`config.mk`:
```
export PLATFORM = sky130hd
export DESIGN_NAME = trc_trig_ctl
export DESIGN_NICKNAME = d
export VERILOG_FILES = /design/src/rtl/trc_pkg.sv /design/src/rtl/trc_ctrl_reg.sv /design/src/rtl/trc_addr_cmp.sv /design/src/rtl/trc_trig_qual.sv /design/src/rtl/trc_store_seq.sv /design/src/rtl/trc_trig_ctl.sv
export SDC_FILE = /design/constraint.sdc
export NUM_CORES = 1
export LEC_CHECK = 0
export BUFFER_PORTS_ARGS = -buffer_cell sky130_fd_sc_hd__buf_4
export CORE_ASPECT_RATIO = 1.25
export CORE_UTILIZATION = 42
export CTS_BUF_LIST = sky130_fd_sc_hd__clkbuf_4 sky130_fd_sc_hd__clkbuf_8 sky130_fd_sc_hd__clkbuf_16
export DETAILED_ROUTE_END_ITERATION = 10
export PLACE_DENSITY_LB_ADDON = 0.25
export SYNTH_ARGS = -nofsm -noshare
export SYNTH_HDL_FRONTEND = slang
export SYNTH_HIERARCHICAL = 1
export SYNTH_SLANG_ARGS = --single-unit
export TNS_END_PERCENT = 5
```
`constraint.sdc`:
```
create_clock -name clk -period 2.6 [get_ports clk]
set_input_delay 0.26 -clock clk [delete_from_list [all_inputs] [get_ports clk]]
set_output_delay 0.26 -clock clk [all_outputs]
set_load 0.05 [all_outputs]
```
`src/rtl/trc_pkg.sv`:
```
package trc_pkg;

   typedef struct packed {
      logic       en;
      logic       arm;
      logic       tag_sel;
      logic       start_mode;
      logic       brk_en;
      logic       rsvd;
      logic [1:0] cap_mode;
   } trc_ctrl_t;

   localparam int CTRL_W = $bits(trc_ctrl_t);
   localparam int NCMP   = 2;

endpackage

```
`src/rtl/trc_ctrl_reg.sv`:
```
module trc_ctrl_reg
   import trc_pkg::*;
(
   input  logic              clk,
   input  logic              rst_n,
   input  logic              wr_en,
   input  logic [CTRL_W-1:0] wdata,
   input  logic              secure,
   input  logic              bkp_lock,
   input  logic              hw_disarm,
   output trc_ctrl_t         ctrl,
   output logic              wr_acc,
   output logic              arm_load
);
   trc_ctrl_t nxt;

   assign wr_acc = wr_en & ~bkp_lock;

   always_comb begin
      nxt      = trc_ctrl_t'(wdata);
      nxt.en   = wdata[7] & ~secure;
      nxt.arm  = wdata[6] & nxt.en;
      nxt.rsvd = 1'b0;
   end

   assign arm_load = wr_acc & nxt.arm;

   always_ff @(posedge clk or negedge rst_n) begin
      if (!rst_n)         ctrl     <= '0;
      else if (wr_acc)    ctrl     <= nxt;
      else if (hw_disarm) ctrl.arm <= 1'b0;
   end
endmodule

```
`src/rtl/trc_addr_cmp.sv`:
```
module trc_addr_cmp #(
   parameter int AW   = 16,
   parameter int NCMP = 2
)(
   input  logic [NCMP*AW-1:0] ref_addr,
   input  logic [AW-1:0]      addr,
   input  logic               valid,
   output logic               hit
);
   logic [NCMP-1:0] hit_vec;

   for (genvar i = 0; i < NCMP; i++) begin : g_cmp
      assign hit_vec[i] = (ref_addr[i*AW +: AW] == addr);
   end

   assign hit = valid & (|hit_vec);
endmodule

```
`src/rtl/trc_trig_qual.sv`:
```
module trc_trig_qual #(
   parameter bit TAG_EN = 1'b1
)(
   input  logic clk,
   input  logic rst_n,
   input  logic active,
   input  logic tag_sel,
   input  logic hit,
   input  logic fetch_tag,
   input  logic exec_valid,
   input  logic exec_flush,
   output logic trig_evt
);
   logic plain_fire;
   logic tag_fire;

   assign plain_fire = active & ~tag_sel & hit;

   if (TAG_EN) begin : g_tag
      logic pending;
      always_ff @(posedge clk or negedge rst_n) begin
         if (!rst_n)                pending <= 1'b0;
         else if (!active)          pending <= 1'b0;
         else if (exec_flush)       pending <= 1'b0;
         else if (hit && fetch_tag) pending <= 1'b1;
         else if (exec_valid)       pending <= 1'b0;
      end
      assign tag_fire = active & tag_sel & pending & exec_valid & ~exec_flush;
   end else begin : g_notag
      logic unused_tag;
      assign unused_tag = fetch_tag ^ exec_valid ^ exec_flush ^ clk ^ rst_n;
      assign tag_fire   = 1'b0;
   end

   assign trig_evt = plain_fire | tag_fire;
endmodule

```
`src/rtl/trc_store_seq.sv`:
```
module trc_store_seq #(
   parameter int DEPTH = 64,
   localparam int PW   = (DEPTH > 1) ? $clog2(DEPTH) : 1
)(
   input  logic          clk,
   input  logic          rst_n,
   input  logic          active,
   input  logic          start_mode,
   input  logic          trig_evt,
   input  logic          fetch_valid,
   input  logic          wr_acc,
   input  logic          arm_load,
   output logic          trace_wr,
   output logic [PW-1:0] ptr,
   output logic          wrap,
   output logic          triggered,
   output logic          hw_disarm
);
   localparam logic [PW-1:0] LAST = PW'(DEPTH - 1);

   logic          started;
   logic          window;
   logic          at_last;
   logic [PW-1:0] ptr_nxt;

   if ((1 << PW) == DEPTH) begin : g_pow2
      assign ptr_nxt = ptr + 1'b1;
   end else begin : g_mod
      assign ptr_nxt = at_last ? '0 : ptr + 1'b1;
   end

   assign at_last   = (ptr == LAST);
   assign window    = start_mode ? (started | trig_evt) : 1'b1;
   assign trace_wr  = active & fetch_valid & window;
   assign hw_disarm = active & (start_mode ? (trace_wr & at_last) : trig_evt);

   always_ff @(posedge clk or negedge rst_n) begin
      if (!rst_n) begin
         ptr       <= '0;
         wrap      <= 1'b0;
         started   <= 1'b0;
         triggered <= 1'b0;
      end else if (arm_load) begin
         ptr       <= '0;
         wrap      <= 1'b0;
         started   <= 1'b0;
         triggered <= 1'b0;
      end else if (wr_acc) begin
         started   <= 1'b0;
         triggered <= 1'b0;
      end else begin
         if (trace_wr) begin
            ptr <= ptr_nxt;
            if (at_last) wrap <= 1'b1;
         end
         if (active && trig_evt) triggered <= 1'b1;
         if (hw_disarm)                               started <= 1'b0;
         else if (active && trig_evt && start_mode)   started <= 1'b1;
      end
   end
endmodule

```
`src/rtl/trc_trig_ctl.sv`:
```
module trc_trig_ctl
   import trc_pkg::*;
#(
   parameter int AW     = 16,
   parameter int DEPTH  = 64,
   parameter bit TAG_EN = 1'b1,
   localparam int PW    = (DEPTH > 1) ? $clog2(DEPTH) : 1
)(
   input  logic          clk,
   input  logic          rst_n,
   input  logic          reg_wr,
   input  logic [7:0]    reg_wdata,
   output logic [7:0]    reg_rdata,
   input  logic          secure_i,
   input  logic          bkp_mode_i,
   input  logic [AW-1:0] cmp_a_addr,
   input  logic [AW-1:0] cmp_b_addr,
   input  logic          fetch_valid,
   input  logic [AW-1:0] fetch_addr,
   input  logic          fetch_tag,
   input  logic          exec_valid,
   input  logic          exec_flush,
   output logic          trace_wr,
   output logic [PW-1:0] trace_ptr,
   output logic          trace_wrap,
   output logic          armed,
   output logic          triggered
);
   if (AW < 1)          begin : g_bad_aw    $error("AW must be at least 1");        end
   if (DEPTH < 2)       begin : g_bad_depth $error("DEPTH must be at least 2");     end
   if (CTRL_W != 8)     begin : g_bad_ctrl  $error("control word must be 8 bits");  end

   trc_ctrl_t ctrl;
   logic      wr_acc;
   logic      arm_load;
   logic      hw_disarm;
   logic      active;
   logic      hit;
   logic      trig_evt;

   trc_ctrl_reg u_reg (
      .clk      (clk),
      .rst_n    (rst_n),
      .wr_en    (reg_wr),
      .wdata    (reg_wdata),
      .secure   (secure_i),
      .bkp_lock (bkp_mode_i),
      .hw_disarm(hw_disarm),
      .ctrl     (ctrl),
      .wr_acc   (wr_acc),
      .arm_load (arm_load)
   );

   assign active = ctrl.en & ctrl.arm;

   trc_addr_cmp #(.AW(AW), .NCMP(NCMP)) u_cmp (
      .ref_addr({cmp_b_addr, cmp_a_addr}),
      .addr    (fetch_addr),
      .valid   (fetch_valid),
      .hit     (hit)
   );

   trc_trig_qual #(.TAG_EN(TAG_EN)) u_qual (
      .clk       (clk),
      .rst_n     (rst_n),
      .active    (active),
      .tag_sel   (ctrl.tag_sel),
      .hit       (hit),
      .fetch_tag (fetch_tag),
      .exec_valid(exec_valid),
      .exec_flush(exec_flush),
      .trig_evt  (trig_evt)
   );

   trc_store_seq #(.DEPTH(DEPTH)) u_seq (
      .clk        (clk),
      .rst_n      (rst_n),
      .active     (active),
      .start_mode (ctrl.start_mode),
      .trig_evt   (trig_evt),
      .fetch_valid(fetch_valid),
      .wr_acc     (wr_acc),
      .arm_load   (arm_load),
      .trace_wr   (trace_wr),
      .ptr        (trace_ptr),
      .wrap       (trace_wrap),
      .triggered  (triggered),
      .hw_disarm  (hw_disarm)
   );

   assign reg_rdata = ctrl;
   assign armed     = ctrl.arm;
endmodule

```
==> reports/results.ini, run 1 <==
[route]
drc_errors=0
drtIter0Drc=27
postRouteAntennaNets=0
viasPerCell=5.20
dr_total_vias=1275
dr.pass1.iters=4
wl_per_cell_um=13.3
totalWireLength_mm=3.25

[floorplan]
die_h_um=63.7
num_rows=22
ioPinCount=83
dieArea_um2=3270
initial_core_util_pct=43.8
core_um2=2920
dieWidth_um=51.4

[placement]
dp.cells=240
place.gp.congestion=0.751
hpwlAfterDp_mm=2.63
dpl-instance-area_um2=1900
port_buffers=80
place_ws_ns=-0.00722

[cts]
h-tree-depth=1
clockBufferDepth=2
clock_latency_ns=0.30
root_buffer=clkbuf_4
cts_num_sinks=17
clk_pin_slew_ns=0.11
cts_buffers=3
cts_tree=yes

[power_and_ir_drop]
combPwrFrac_pct=41.1
clkPwrFrac_pct=18.9
power_density_nw_per_um2=390
internal-power_w=0.000488
p_seq_share_pct=40.0
switching_share_pct=35.5
peakVddDrop_v=0.000358
power_w=0.000757
power_switching_w=0.000268
leakagePower_nw=0.952

[logic_synthesis]
synth_mux_area_share_pct=7.53
synth_flop_cell=dfrtp_1
synthArstFlopShare_pct=100
yosys.area_share.simple_pct=23.9
synth_top_family_by_area=simple AND/OR/NAND/NOR gates
ys_seq_area_share_pct=33.3
avgSynthCellArea_um2=10.1
synth_edf_count=0
synth_xor_area_share_pct=21.9
synthAdderAreaFrac_pct=0.978
yosysTopAreaCell=dfrtp_1
syn_area_um2=1280
synth_compound_area_share_pct=8.51
yosysUniqueCellTypes=36
netlist_top_cells_area=dfrtp_1, xor2_1, mux2_4
yosys.area.top_type_share_pct=33.3
synth_nets=193
yosysWarnings=6
syn_inst=127
yosys_register_bits=17

[timing]
setup_viol_count_final=0
fin_crit_sh_pct=91.7
slew_violations=0
fmax_mhz=419
tns_ns=0
finClkSkew_ns=0.0130
worst_slack_ns=0.215
rsz0062_at_grt=no
finalHoldViolCount=0
fin_crit_ns=2.39

[run_status]
outcome=finished, final reports clean

[global_routing]
antenna_found_initial=0
grt-ovfl-total=0
grt_pass1_vias=1306
grtUsageTotal_pct=20.8
grt_max_degree=18
grt_pass1_wl_mm=5.23

[cells_and_area]
seqCellArea_um2=425
drive_above_1_share_pct=46.9
final_area_um2=1940
final_nets=276
antenna_cells=0
area_growth_pct=51.9
final_cells=245
multi_input_area_um2=811
fillers=248

[job]
maxCapViolCount=0

[worst_setup_path]
critical_path.max_fanout=5
end_kind=output port
cp.arrival_ns=2.13
crit_type=in2out
worst_ep_required_time_ns=2.34
startpoint_type=input port

[min_path]
hold_path_class=in2reg

[flip-flops by register name (all words and copies together) (netlist names)]
register,count
u_reg/ctrl,7
u_seq/ptr,6
u_qual/g_tag.pending,1
u_seq/started,1
u_seq/triggered,1
u_seq/wrap,1
[placed cells by master, fill, tap and decap left out, types with 2 or more instances in the layout]
master,Yosys,routed
nor4_1,10,10
o31ai_1,2,2
mux2_4,5,5
o21ai_0,3,3
or4_1,3,3
nand4_1,2,2
a21oi_1,8,8
nand2b_1,4,4
inv_1,2,2
nand3_1,3,3
dfrtp_1,17,17
nor2_1,2,2
nand4b_1,2,2
o21bai_1,2,2
buf_4,3,82
or3_1,2,2
nand2_1,5,5
clkbuf_4,0,3
xor2_1,32,32
and2_1,2,2
[through the flow]
| stage | hold slack, ns | util [%] |
|---|---|---|
| floorplan | -0.0356 | - |
| global placement | 0.133 | 65.1 |
| detailed placement | 0.140 | 65.1 |
| CTS | 0.178 | 66.4 |
| global route | 0.175 | 66.6 |
| finish | 0.187 | 66.6 |
[critical path: stages]
cell and delay (ns):
buf_4 0.11, xor2_1 0.15, nor4_1 0.37, nand4_1 0.14, a21boi_1 0.22, nand2b_1 0.09
a21boi_2 0.20, nor3b_2 0.10, buf_4 0.15, nor2_1 0.12, buf_4 0.21
[routing by layer]
metal  global-route usage [%]  part of all wire [%]  up-vias  routed length [um]
met5                        0                     0        -                   0
met4                     8.11                   1.5        0                  48
met3                     2.17                   9.0        6                 293
met2                     42.9                    55       60                1790
met1                     19.6                    34      591                1120
li1                         -                     -      618                   -
[area by class of cell]
class / count / area share, %
clock buffer: 3 / 1.16
clock inverter: 1 / 0.258
timing repair buffer: 83 / 32.2
sequential: 17 / 21.9
tap: 36 / 2.32
inverter: 2 / 0.387
multi-input combinational: 103 / 41.8
[cells by family (layout without fill, tap and decap cells)]
family	Yosys count	in the layout
and+or+nand+nor	44	44
adders and majority gates	1	1
muxes	7	7
buffers and inverters	7	89
AOI/OAI and AO/OA	18	18
other	1	1
xor gates and xnor gates	32	32
DFF	17	17
[power groups by stage]
stage / Clock, W / Combinational, W / Sequential [W]
after floorplan: 0 / 0.0000953 / 0.000379
after global placement: 0 / 0.000306 / 0.000307
after detailed placement: 0 / 0.000310 / 0.000308
after CTS: 0.000149 / 0.000313 / 0.000303
after global routing: 0.000160 / 0.000331 / 0.000306
final: 0.000143 / 0.000311 / 0.000303
[cells in the mapped netlist, drive strengths merged (2+ instances only)]
library cell,n
or3,2
inv,2
nand3,3
nand4b,2
dfrtp,17
a21oi,8
nand3b,2
nor4,11
a21boi,2
buf,5
mux2,6
nand2,5
o21ai,3
nand4,2
nor2,2
xor2,32
nand2b,4
nor2b,2
o31ai,2
o21bai,2
and2,2
or4,3
[final timing paths]
check	start	endpoint	slack, ns	cells past startpoint
worst max-delay path	cmp_a_addr[4]	trace_wr	0.21	11
worst min-delay path	reg_wdata[1]	u_reg/ctrl[1]$_DFFE_PN0P_	0.19	2
worst max register to register	u_reg/ctrl[6]$_DFFE_PN0P_	u_seq/ptr[4]$_DFFE_PN0P_	0.65	6
worst min register to register	u_seq/wrap$_DFFE_PN0P_	u_seq/wrap$_DFFE_PN0P_	0.52	2
max in group asynchronous	rst_n	u_reg/ctrl[6]$_DFFE_PN0P_	2.05	2
min in group asynchronous	rst_n	u_seq/ptr[0]$_DFFE_PN0P_	0.34	2
[repair_timing]
item                       in CTS  in global routing
setup endpoints to repair       0                  1
setup buffers                   0                  0
hold endpoints to repair       17                  0
hold buffers                    1                  0
gates resized for setup         0                  1
(Power assumes the default switching activity.)
==> run 2: changes to the inputs <==
--- a/config.mk
+++ b/config.mk
@@ -5,7 +5,7 @@
 export SDC_FILE = /design/constraint.sdc
 export NUM_CORES = 1
 export LEC_CHECK = 0
-export BUFFER_PORTS_ARGS = -buffer_cell sky130_fd_sc_hd__buf_4
+export BUFFER_PORTS_ARGS = -buffer_cell sky130_fd_sc_hd__buf_2
 export CORE_ASPECT_RATIO = 1.25
 export CORE_UTILIZATION = 42
 export CTS_BUF_LIST = sky130_fd_sc_hd__clkbuf_4 sky130_fd_sc_hd__clkbuf_8 sky130_fd_sc_hd__clkbuf_16
==> reports/results.ini, run 2 (synthesized netlist as in run 1, its figures left out) <==
[cts]
root_buffer=clkbuf_4
cts_tree=yes
cts_num_sinks=17  ; unchanged
clk_pin_slew_ns=0.11  ; about the same
clock_latency_ns=0.30  ; about the same
clockBufferDepth=2  ; unchanged
cts_buffers=3  ; unchanged
h-tree-depth=1  ; unchanged

[global_routing]
antenna_found_initial=0  ; unchanged
grt-ovfl-total=0  ; unchanged
grtUsageTotal_pct=21.2  ; +0.33 points
grt_pass1_vias=1308  ; +0.15%
grt_max_degree=18  ; unchanged
grt_pass1_wl_mm=5.25  ; +0.38%

[power_and_ir_drop]
internal-power_w=0.000449  ; -8.0%
combPwrFrac_pct=38.1  ; -3.0 points
p_seq_share_pct=41.9  ; +1.9 points
switching_share_pct=37.6  ; +2.1 points
power_density_nw_per_um2=413  ; +6.0%
clkPwrFrac_pct=19.9  ; +1.0 points
peakVddDrop_v=0.000312  ; -13%
power_w=0.000720  ; -4.9%
power_switching_w=0.000271  ; +0.82%
leakagePower_nw=0.893  ; -6.2%

[route]
totalWireLength_mm=3.26  ; +0.34%
drc_errors=0  ; unchanged
drtIter0Drc=28  ; +3.7%
dr.pass1.iters=3  ; -1
dr_total_vias=1269  ; -0.47%
postRouteAntennaNets=0  ; unchanged
viasPerCell=5.18  ; -0.47%
wl_per_cell_um=13.3  ; +0.34%

[timing]
rsz0062_at_grt=no
finalHoldViolCount=0  ; unchanged
tns_ns=0  ; unchanged
slew_violations=0  ; unchanged
fmax_mhz=417  ; -0.47%
finClkSkew_ns=0.0156  ; +0.00260 ns
setup_viol_count_final=0  ; unchanged
fin_crit_sh_pct=92.2  ; +0.43 points
fin_crit_ns=2.40  ; +0.0112 ns

[placement]
port_buffers=80  ; unchanged
place.gp.congestion=0.725  ; -3.4%
hpwlAfterDp_mm=2.62  ; -0.65%

[cells_and_area]
drive_above_1_share_pct=46.9  ; unchanged
top_regs=u_reg/ctrl: 7 flops, u_seq/ptr: 6 flops
top_register=u_reg/ctrl
largest_register_ff_count=7  ; unchanged
antenna_cells=0  ; unchanged
fillers=274  ; +10%
layout_common_cells=buf_2, xor2_1, dfrtp_1
final_common_cell=buf_2
final_nets=276  ; unchanged
area_growth_pct=36.2

[job]
maxCapViolCount=0  ; unchanged

[worst_setup_path]
crit_start=fetch_addr[15]
critical_path.max_fanout=5  ; unchanged
crit_end=trace_wr
r2r_slack_ns=0.68  ; +0.03 ns
r2r_cells=7  ; +1
crit_type=in2out
cp.arrival_ns=2.14  ; about the same
startpoint_type=input port
r2r-end=u_reg/ctrl[6]$_DFFE_PN0P_
end_kind=output port
r2r_start=u_reg/ctrl[6]$_DFFE_PN0P_
worst_ep_required_time_ns=2.34  ; about the same

[run_status]
outcome=finished, final reports clean

[min_path]
hold_path_class=in2reg

[floorplan]
num_rows=22  ; unchanged
die_h_um=63.7  ; unchanged
dieArea_um2=3270  ; unchanged
initial_core_util_pct=43.8  ; unchanged
dieWidth_um=51.4  ; unchanged
core_um2=2920  ; unchanged
ioPinCount=83  ; unchanged

==> run 2: worst min path at each step <==
| stage | start | end | slack, ns | cells past startpoint |
|---|---|---|---|---|
| 2_1_floorplan | rst_n | u_qual/g_tag.pending$_DFFE_PN0P_ | -0.04 | 0 |
| 3_3_place_gp | rst_n | u_seq/ptr[0]$_DFFE_PN0P_ | 0.20 | 1 |
| 3_5_place_dp | rst_n | u_seq/ptr[1]$_DFFE_PN0P_ | 0.21 | 1 |
| 4_1_cts | reg_wdata[3] | u_reg/ctrl[3]$_DFFE_PN0P_ | 0.17 | 2 |
| 5_1_grt | reg_wdata[3] | u_reg/ctrl[3]$_DFFE_PN0P_ | 0.17 | 2 |
| 6_report | reg_wdata[3] | u_reg/ctrl[3]$_DFFE_PN0P_ | 0.19 | 2 |
==> run 2: repair_timing <==
action                                 CTS  global route
hold buffers                             1             0
setup endpoints to repair                0             1
gates resized for setup                  0             1
buffers inserted                         0             0
endpoints found under the hold margin   17             0
==> run 2: critical path: stages <==
cell	delay, ns
buf_2	0.12
xor2_1	0.14
nor4_2	0.35
nand4_1	0.12
a21boi_1	0.22
nand2b_1	0.09
a21boi_2	0.20
nor3b_2	0.10
buf_4	0.16
nor2_1	0.10
buf_2	0.27
==> run 2: area by class of cell <==
class                      count  area (um^2)  share of cell area (%)
inverter                       2         7.51                   0.431
multi-input combinational    103          811                    46.6
tap                           36         45.0                    2.59
sequential                    17          425                    24.4
clock buffer                   3         22.5                    1.29
timing repair buffer          83          425                    24.4
clock inverter                 1         5.00                   0.287
==> run 2: power groups by stage <==
stage	clock, W	combinational [W]	sequential, W
6_report	0.000144	0.000274	0.000302
5_1_grt	0.000162	0.000294	0.000305
4_1_cts	0.000152	0.000276	0.000302
3_5_place_dp	0	0.000273	0.000307
3_3_place_gp	0	0.000266	0.000306
2_1_floorplan	0	0.0000953	0.000379
==> run 2: stage by stage <==
step	hold WS [ns]	utilization (%)	cell area [um^2]	std cells	setup WS [ns]
6_report	0.187	59.7	1740	245	0.204
3_3_place_gp	0.198	58.3	1700	240	0.0408
5_1_grt	0.172	59.7	1740	245	0.0401
2_1_floorplan	-0.0356	-	1280	127	0.170
3_5_place_dp	0.206	58.3	1700	240	-0.0188
4_1_cts	0.174	59.6	1740	245	0.0878
==> run 2: metal layers <==
metal  GRT usage, %  part of all wire (%)
met5              0                     0
met1           19.6                    35
met4           8.45                   1.2
met3           3.62                   8.6
met2           42.9                    55
